$ cat config.mk
export PLATFORM = sky130hd
export DESIGN_NAME = idl_bport
export DESIGN_NICKNAME = d
export VERILOG_FILES = /design/src/rtl/idl_port_pkg.sv /design/src/rtl/idl_port_ctrl.sv /design/src/rtl/idl_port_dp.sv /design/src/rtl/idl_bport.sv
export SDC_FILE = /design/constraint.sdc
export NUM_CORES = 1
export LEC_CHECK = 0
export BUFFER_PORTS_ARGS = -buffer_cell sky130_fd_sc_hd__buf_2
export CAP_MARGIN = 5
export CORE_MARGIN = 10
export CORE_UTILIZATION = 56
export DETAILED_ROUTE_END_ITERATION = 16
export PLACE_DENSITY = 0.84
export SKIP_LAST_GASP = 1
export SLEW_MARGIN = 25
export SYNTH_ARGS = -nofsm -noshare
export SYNTH_HDL_FRONTEND = slang
export SYNTH_SLANG_ARGS = --single-unit
$ cat constraint.sdc
create_clock -name clk -period 2.65 [get_ports clk]
set_input_delay 0 -clock clk [delete_from_list [all_inputs] [get_ports clk]]
set_output_delay 0 -clock clk [all_outputs]
set_load 0.005 [all_outputs]
$ cat src/rtl/idl_port_pkg.sv
package idl_port_pkg;
  timeunit 1ns;
  timeprecision 1ps;

  // Strobes passed from the slot control to the shifting datapath
  typedef struct packed {
    logic load;    // sync seen on this rising edge: capture the byte
    logic txStep;  // this rising edge drives a slot bit
    logic rxStep;  // coming falling edge samples a slot bit
    logic rxLast;  // that sample is the final bit of the slot
  } portStrobe_t;
endpackage

$ cat src/rtl/idl_port_ctrl.sv
module idl_port_ctrl
  import idl_port_pkg::*;
#(
  parameter int SLOT_BITS = 8,
  parameter int B1_START  = 1,
  parameter int B2_START  = 11
) (
  input  logic        clk,
  input  logic        rstN,
  input  logic        syncIn,
  input  logic        chanSel,
  output portStrobe_t strobe,
  output logic        txEn
);
  timeunit 1ns;
  timeprecision 1ps;

  localparam int END1    = B1_START + SLOT_BITS - 1;
  localparam int END2    = B2_START + SLOT_BITS - 1;
  localparam int CNT_MAX = ((END1 > END2) ? END1 : END2) + 1;
  localparam int CNT_W   = $clog2(CNT_MAX + 1);
  localparam logic [CNT_W-1:0] CNT_TOP = CNT_W'(CNT_MAX);

  logic [CNT_W-1:0] edgeCnt;
  logic             selB2;
  logic [CNT_W:0]   nextPos;

  function automatic int slotStart(input logic b2);
    return b2 ? B2_START : B1_START;
  endfunction

  function automatic logic inSlot(input int pos, input logic b2);
    return (pos >= slotStart(b2)) && (pos < slotStart(b2) + SLOT_BITS);
  endfunction

  assign nextPos = {1'b0, edgeCnt} + 1'b1;

  always_comb begin
    strobe.load   = syncIn;
    strobe.txStep = !syncIn && inSlot(int'(nextPos), selB2);
    strobe.rxStep = inSlot(int'(edgeCnt), selB2);
    strobe.rxLast = strobe.rxStep &&
                    (int'(edgeCnt) == slotStart(selB2) + SLOT_BITS - 1);
  end

  always_ff @(posedge clk or negedge rstN) begin
    if (!rstN) begin
      edgeCnt <= CNT_TOP;
      selB2   <= 1'b0;
      txEn    <= 1'b0;
    end else if (syncIn) begin
      edgeCnt <= '0;
      selB2   <= chanSel;
      txEn    <= 1'b0;
    end else begin
      if (edgeCnt != CNT_TOP) edgeCnt <= edgeCnt + 1'b1;
      txEn <= strobe.txStep;
    end
  end

  // a sync edge always leaves the line disabled
  assert_sync_drops_tx_R8: assert property (@(posedge clk) disable iff (!rstN)
    syncIn |=> !txEn);

  // enable rises only on the first edge of the chosen slot
  assert_slot_start_R3: assert property (@(posedge clk) disable iff (!rstN)
    $rose(txEn) |-> (int'(edgeCnt) == slotStart(selB2)));

  // enable falls right after the last bit of the slot
  assert_slot_end_R6: assert property (@(posedge clk) disable iff (!rstN)
    (txEn && !syncIn && int'(edgeCnt) == slotStart(selB2) + SLOT_BITS - 1)
      |=> !txEn);

  // a saturated count stays put and opens no slot
  assert_count_hold_R9: assert property (@(posedge clk) disable iff (!rstN)
    (edgeCnt == CNT_TOP && !syncIn) |=> (edgeCnt == CNT_TOP && !txEn));
endmodule

$ cat src/rtl/idl_port_dp.sv
module idl_port_dp
  import idl_port_pkg::*;
#(
  parameter int SLOT_BITS = 8
) (
  input  logic                 clk,
  input  logic                 rstN,
  input  portStrobe_t          strobe,
  input  logic [SLOT_BITS-1:0] txByte,
  output logic                 txData,
  input  logic                 rxData,
  output logic [SLOT_BITS-1:0] rxByte,
  output logic                 rxValid
);
  timeunit 1ns;
  timeprecision 1ps;

  localparam int MSB = SLOT_BITS - 1;

  logic [MSB:0] txShift;
  logic [MSB:0] rxShift;
  logic [MSB:0] rxNext;

  assign rxNext = {rxShift[MSB-1:0], rxData};

  // Transmit side: rising edges
  always_ff @(posedge clk or negedge rstN) begin
    if (!rstN) begin
      txShift <= '0;
      txData  <= 1'b0;
    end else if (strobe.load) begin
      txShift <= txByte;
      txData  <= 1'b0;
    end else if (strobe.txStep) begin
      txData  <= txShift[MSB];
      txShift <= {txShift[MSB-1:0], 1'b0};
    end else begin
      txData  <= 1'b0;
    end
  end

  // Receive side: falling edges
  always_ff @(negedge clk or negedge rstN) begin
    if (!rstN) begin
      rxShift <= '0;
      rxByte  <= '0;
      rxValid <= 1'b0;
    end else begin
      rxValid <= strobe.rxStep && strobe.rxLast;
      if (strobe.rxStep) rxShift <= rxNext;
      if (strobe.rxStep && strobe.rxLast) rxByte <= rxNext;
    end
  end

  // the receive strobe lasts a single cycle
  assert_valid_pulse_R5: assert property (@(negedge clk) disable iff (!rstN)
    rxValid |=> !rxValid);
endmodule

$ cat src/rtl/idl_bport.sv
module idl_bport
  import idl_port_pkg::*;
#(
  parameter int SLOT_BITS = 8,
  parameter int B1_START  = 1,
  parameter int B2_START  = 11
) (
  input  logic                 clk,
  input  logic                 rstN,
  input  logic                 syncIn,
  input  logic                 chanSel,
  input  logic [SLOT_BITS-1:0] txByte,
  output logic                 txData,
  output logic                 txEn,
  input  logic                 rxData,
  output logic [SLOT_BITS-1:0] rxByte,
  output logic                 rxValid
);
  timeunit 1ns;
  timeprecision 1ps;

  portStrobe_t strobe;

  idl_port_ctrl #(
    .SLOT_BITS(SLOT_BITS), .B1_START(B1_START), .B2_START(B2_START)
  ) u_ctrl (
    .clk(clk), .rstN(rstN), .syncIn(syncIn), .chanSel(chanSel),
    .strobe(strobe), .txEn(txEn)
  );

  idl_port_dp #(.SLOT_BITS(SLOT_BITS)) u_dp (
    .clk(clk), .rstN(rstN), .strobe(strobe), .txByte(txByte),
    .txData(txData), .rxData(rxData), .rxByte(rxByte), .rxValid(rxValid)
  );

  // an undriven line carries 0
  assert_idle_zero_R6: assert property (@(posedge clk) disable iff (!rstN)
    !txEn |-> !txData);
endmodule

==> results.cfg <==
[run_status]
status = finished, violations left
failed_checks = negative setup slack

[placed_design]
post-place-ws_ns = -0.790
portBuffers = 23
gp_congestion = 0.810
dpl.hpwl_um = 2600

[yosys]
synth_xor_area_share_pct = 2.12
synth_top_family_by_area = simple AND/OR/NAND/NOR gates
synth_mux_area_share_pct = 10.8
synth_edf_count = 0
yosysUniqueCellTypes = 38
yosys.area_share.simple_pct = 16.5
ys.flop_type = dfrtn_1
netlist_instances = 149
synthAdderAreaFrac_pct = 7.28
synth_fp_nets = 171
async_flop_share_pct = 100
synth_compound_area_share_pct = 12.6
ys_seq_elements = 32
yosysSeqAreaShare_pct = 48.8
syn_area_per_cell_um2 = 11.1
yosysWarnings = 0
syn_area_um2 = 1650

[sta]
whs_ns = 0.115
drv_slew = 0
worst_pin_slew_ns = 0.664
grt_setup_unrepaired = yes
setup-violations-final = 16
fin_skew_ns = 0.0124
setup_ws_ns = -0.772
relSlewSlack_pct = 55.7
hold_viol_final = 0

[routing]
ant_nets = 0
vias = 1330
wl_per_cell_um = 18.7
drt_iter0_markers = 142
wirelength_um = 4400
viasPerCell = 5.64
dr.pass1.iters = 4
drc_errors = 0

[floorplanning]
ioPinCount = 24
initial_core_util_pct = 59.3
core_um2 = 2780
dieWidth_um = 74.3
die-area_um2 = 5520
row_count = 19
die_h_um = 74.3

[power_and_ir_drop]
cellLeakagePower_uw = 0.00108
ir_drop_mv = 0.549
p_per_area_nw_per_um2 = 593

[clock_tree]
clkSlewWorstSetupHoldPaths_ns = 0.11
clock_path_buffers = 2
numCtsBuffers = 5
cts_root_buf = clkbuf_4
cts_max_level = 2
clk_latency_ns = 0.32
cts.sinks = 32
cts_tree = done

[worst_hold_path]
min_path_type = in2reg
hold_path.startpoint = syncIn

[global_routing]
grt_usage_pct = 14.6
grt_max_degree = 25
grt_pass1_wl_um = 6500
antenna_found_initial = 0
grt_overflow = 0
first_global_vias = 1373

[critical_path]
required_ns = 1.49
cp-end-kind = flip-flop
max_stage_delay_ns = 0.55
crit_start = u_ctrl.edgeCnt[0]
start_kind = flip-flop
critical-path-top-delay-family = flip-flops
crit_chain = inv_2, fa_1, nor2b_4, o21bai_4, a21oi_4, a21boi_4, buf_12, mux2_4
crit_arrival_ns = 2.26
path_buf_inv = 2
rr_startpoint = u_ctrl.edgeCnt[0]
slowest_stage = dfstp_2
path_max_fanout = 7
worstSetupPathType = reg2reg

[cells_and_area]
syn_to_final_growth_pct = 35.4
fillers = 160
n_antenna_cell = 0
final-seq-area_um2 = 806
drive_gt1_share_pct = 39.5
nets = 226
multiInputGateArea_um2 = 958

[run]
drv_cap = 0
[placed cells by master, fill, tap and decap left out, types with 2 or more instances in the layout]
cell	instances
nor4b_4	2
nand3_1	2
dfrtn_1	16
nand2_1	15
mux2_4	10
dfrtp_1	12
ha_1	6
xnor2_1	3
clkbuf_4	5
o211ai_1	7
ha_4	2
buf_2	23
mux2_2	5
nor2_1	14
nand2b_1	12
a21oi_1	2
buf_4	16
dfstp_2	3
inv_4	2
o21ai_0	8
dlygate4sd3_1	10
[cell type report]
cell class,count,area share (%)
clock inverter,1,0.280
inverter,3,0.616
tap,31,1.74
timing repair buffer,50,15.9
sequential,32,36.1
clock buffer,7,2.46
multi-input combinational,112,42.9
[per-stage QoR]
stage	setup TNS [ns]	power (µW)	cell area, µm²	std cells	util (%)
global route	-12.47	1380	2230	236	80.3
detailed placement	-11.58	908	1940	216	69.6
finish	-11.42	1320	2230	236	80.3
floorplan	-10.56	818	1680	149	-
global placement	-10.49	893	1940	216	69.6
CTS	-11.52	1230	2120	234	76.3
[metal layers]
layer / routed length [µm] / track usage (%)
met1: 1810 / 17.6
met2: 2350 / 24.9
met3: 185 / 4.12
met4: 54 / 4.47
met5: 0 / 0
[final timing paths]
check / to / cells past startpoint / slack, ns
hold reg to reg: u_dp.rxByte[4] / 1 / 0.46
hold / removal: u_dp.txShift[0] / 3 / 0.11
max in group asynchronous: u_dp.rxByte[2] / 2 / 0.91
min in group asynchronous: u_ctrl.edgeCnt[3] / 2 / 0.15
setup / recovery: u_dp.rxShift[4] / 8 / -0.77
setup reg to reg: u_dp.rxShift[4] / 8 / -0.77
[kinds of logic after synthesis]
family                   count (synthesis)
buffers and inverters                    6
adder cells (fa/ha/maj)                  9
flip-flops                              32
XOR/XNOR                                 4
AND/OR/NAND/NOR                         52
multiplexers                            16
AO/OA/AOI/OAI                           30
[sequential cells by signal, summed over array words and instances (netlist names)]
name,flops
u_ctrl.txEn,1
u_dp.rxByte,8
u_ctrl.selB2,1
u_dp.txShift,8
u_ctrl.edgeCnt,5
u_dp.rxValid,1
u_dp.txData,1
u_dp.rxShift,7
[cells in the mapped netlist, drive strengths merged (2+ instances only)]
cell type,instances,area share [%]
o21bai,2,0.91
clkbuf,2,0.46
dfstp,3,4.8
dfrtn,16,24
o21ai,8,2.4
nor2,14,3.2
xnor2,3,1.6
nand2b,12,4.6
mux2,15,10
inv,3,0.68
nand3,3,0.91
nor2b,2,0.91
nand2,15,3.4
a21oi,4,1.4
ha,8,6.1
o211ai,7,3.2
dfrtp,13,20
[power breakdown]
group	switching (µW)	internal, µW	total [µW]	leakage (µW)
clock	177	131	308	0.0000358
sequential	64.2	578	642	0.000404
combinational	167	206	373	0.000644
[what timing repair did]
item / CTS / global route
resized for setup: 3 / 17
pin swaps: 2 / 5
setup buffers: 0 / 3
gates cloned: 1 / 0
hold buffers: 10 / 0
setup endpoints to repair: 16 / 24
endpoints found under the hold margin: 14 / 0
[tightest hold or removal path, delay by kind of cell]
kind / cells / cell delay (ns)
AO/OA/AOI/OAI: 1 / 0.06
AND/OR/NAND/NOR: 1 / 0.10
buffers and inverters: 1 / 0.24
Note: power is estimated with default switching activity, not from simulation.
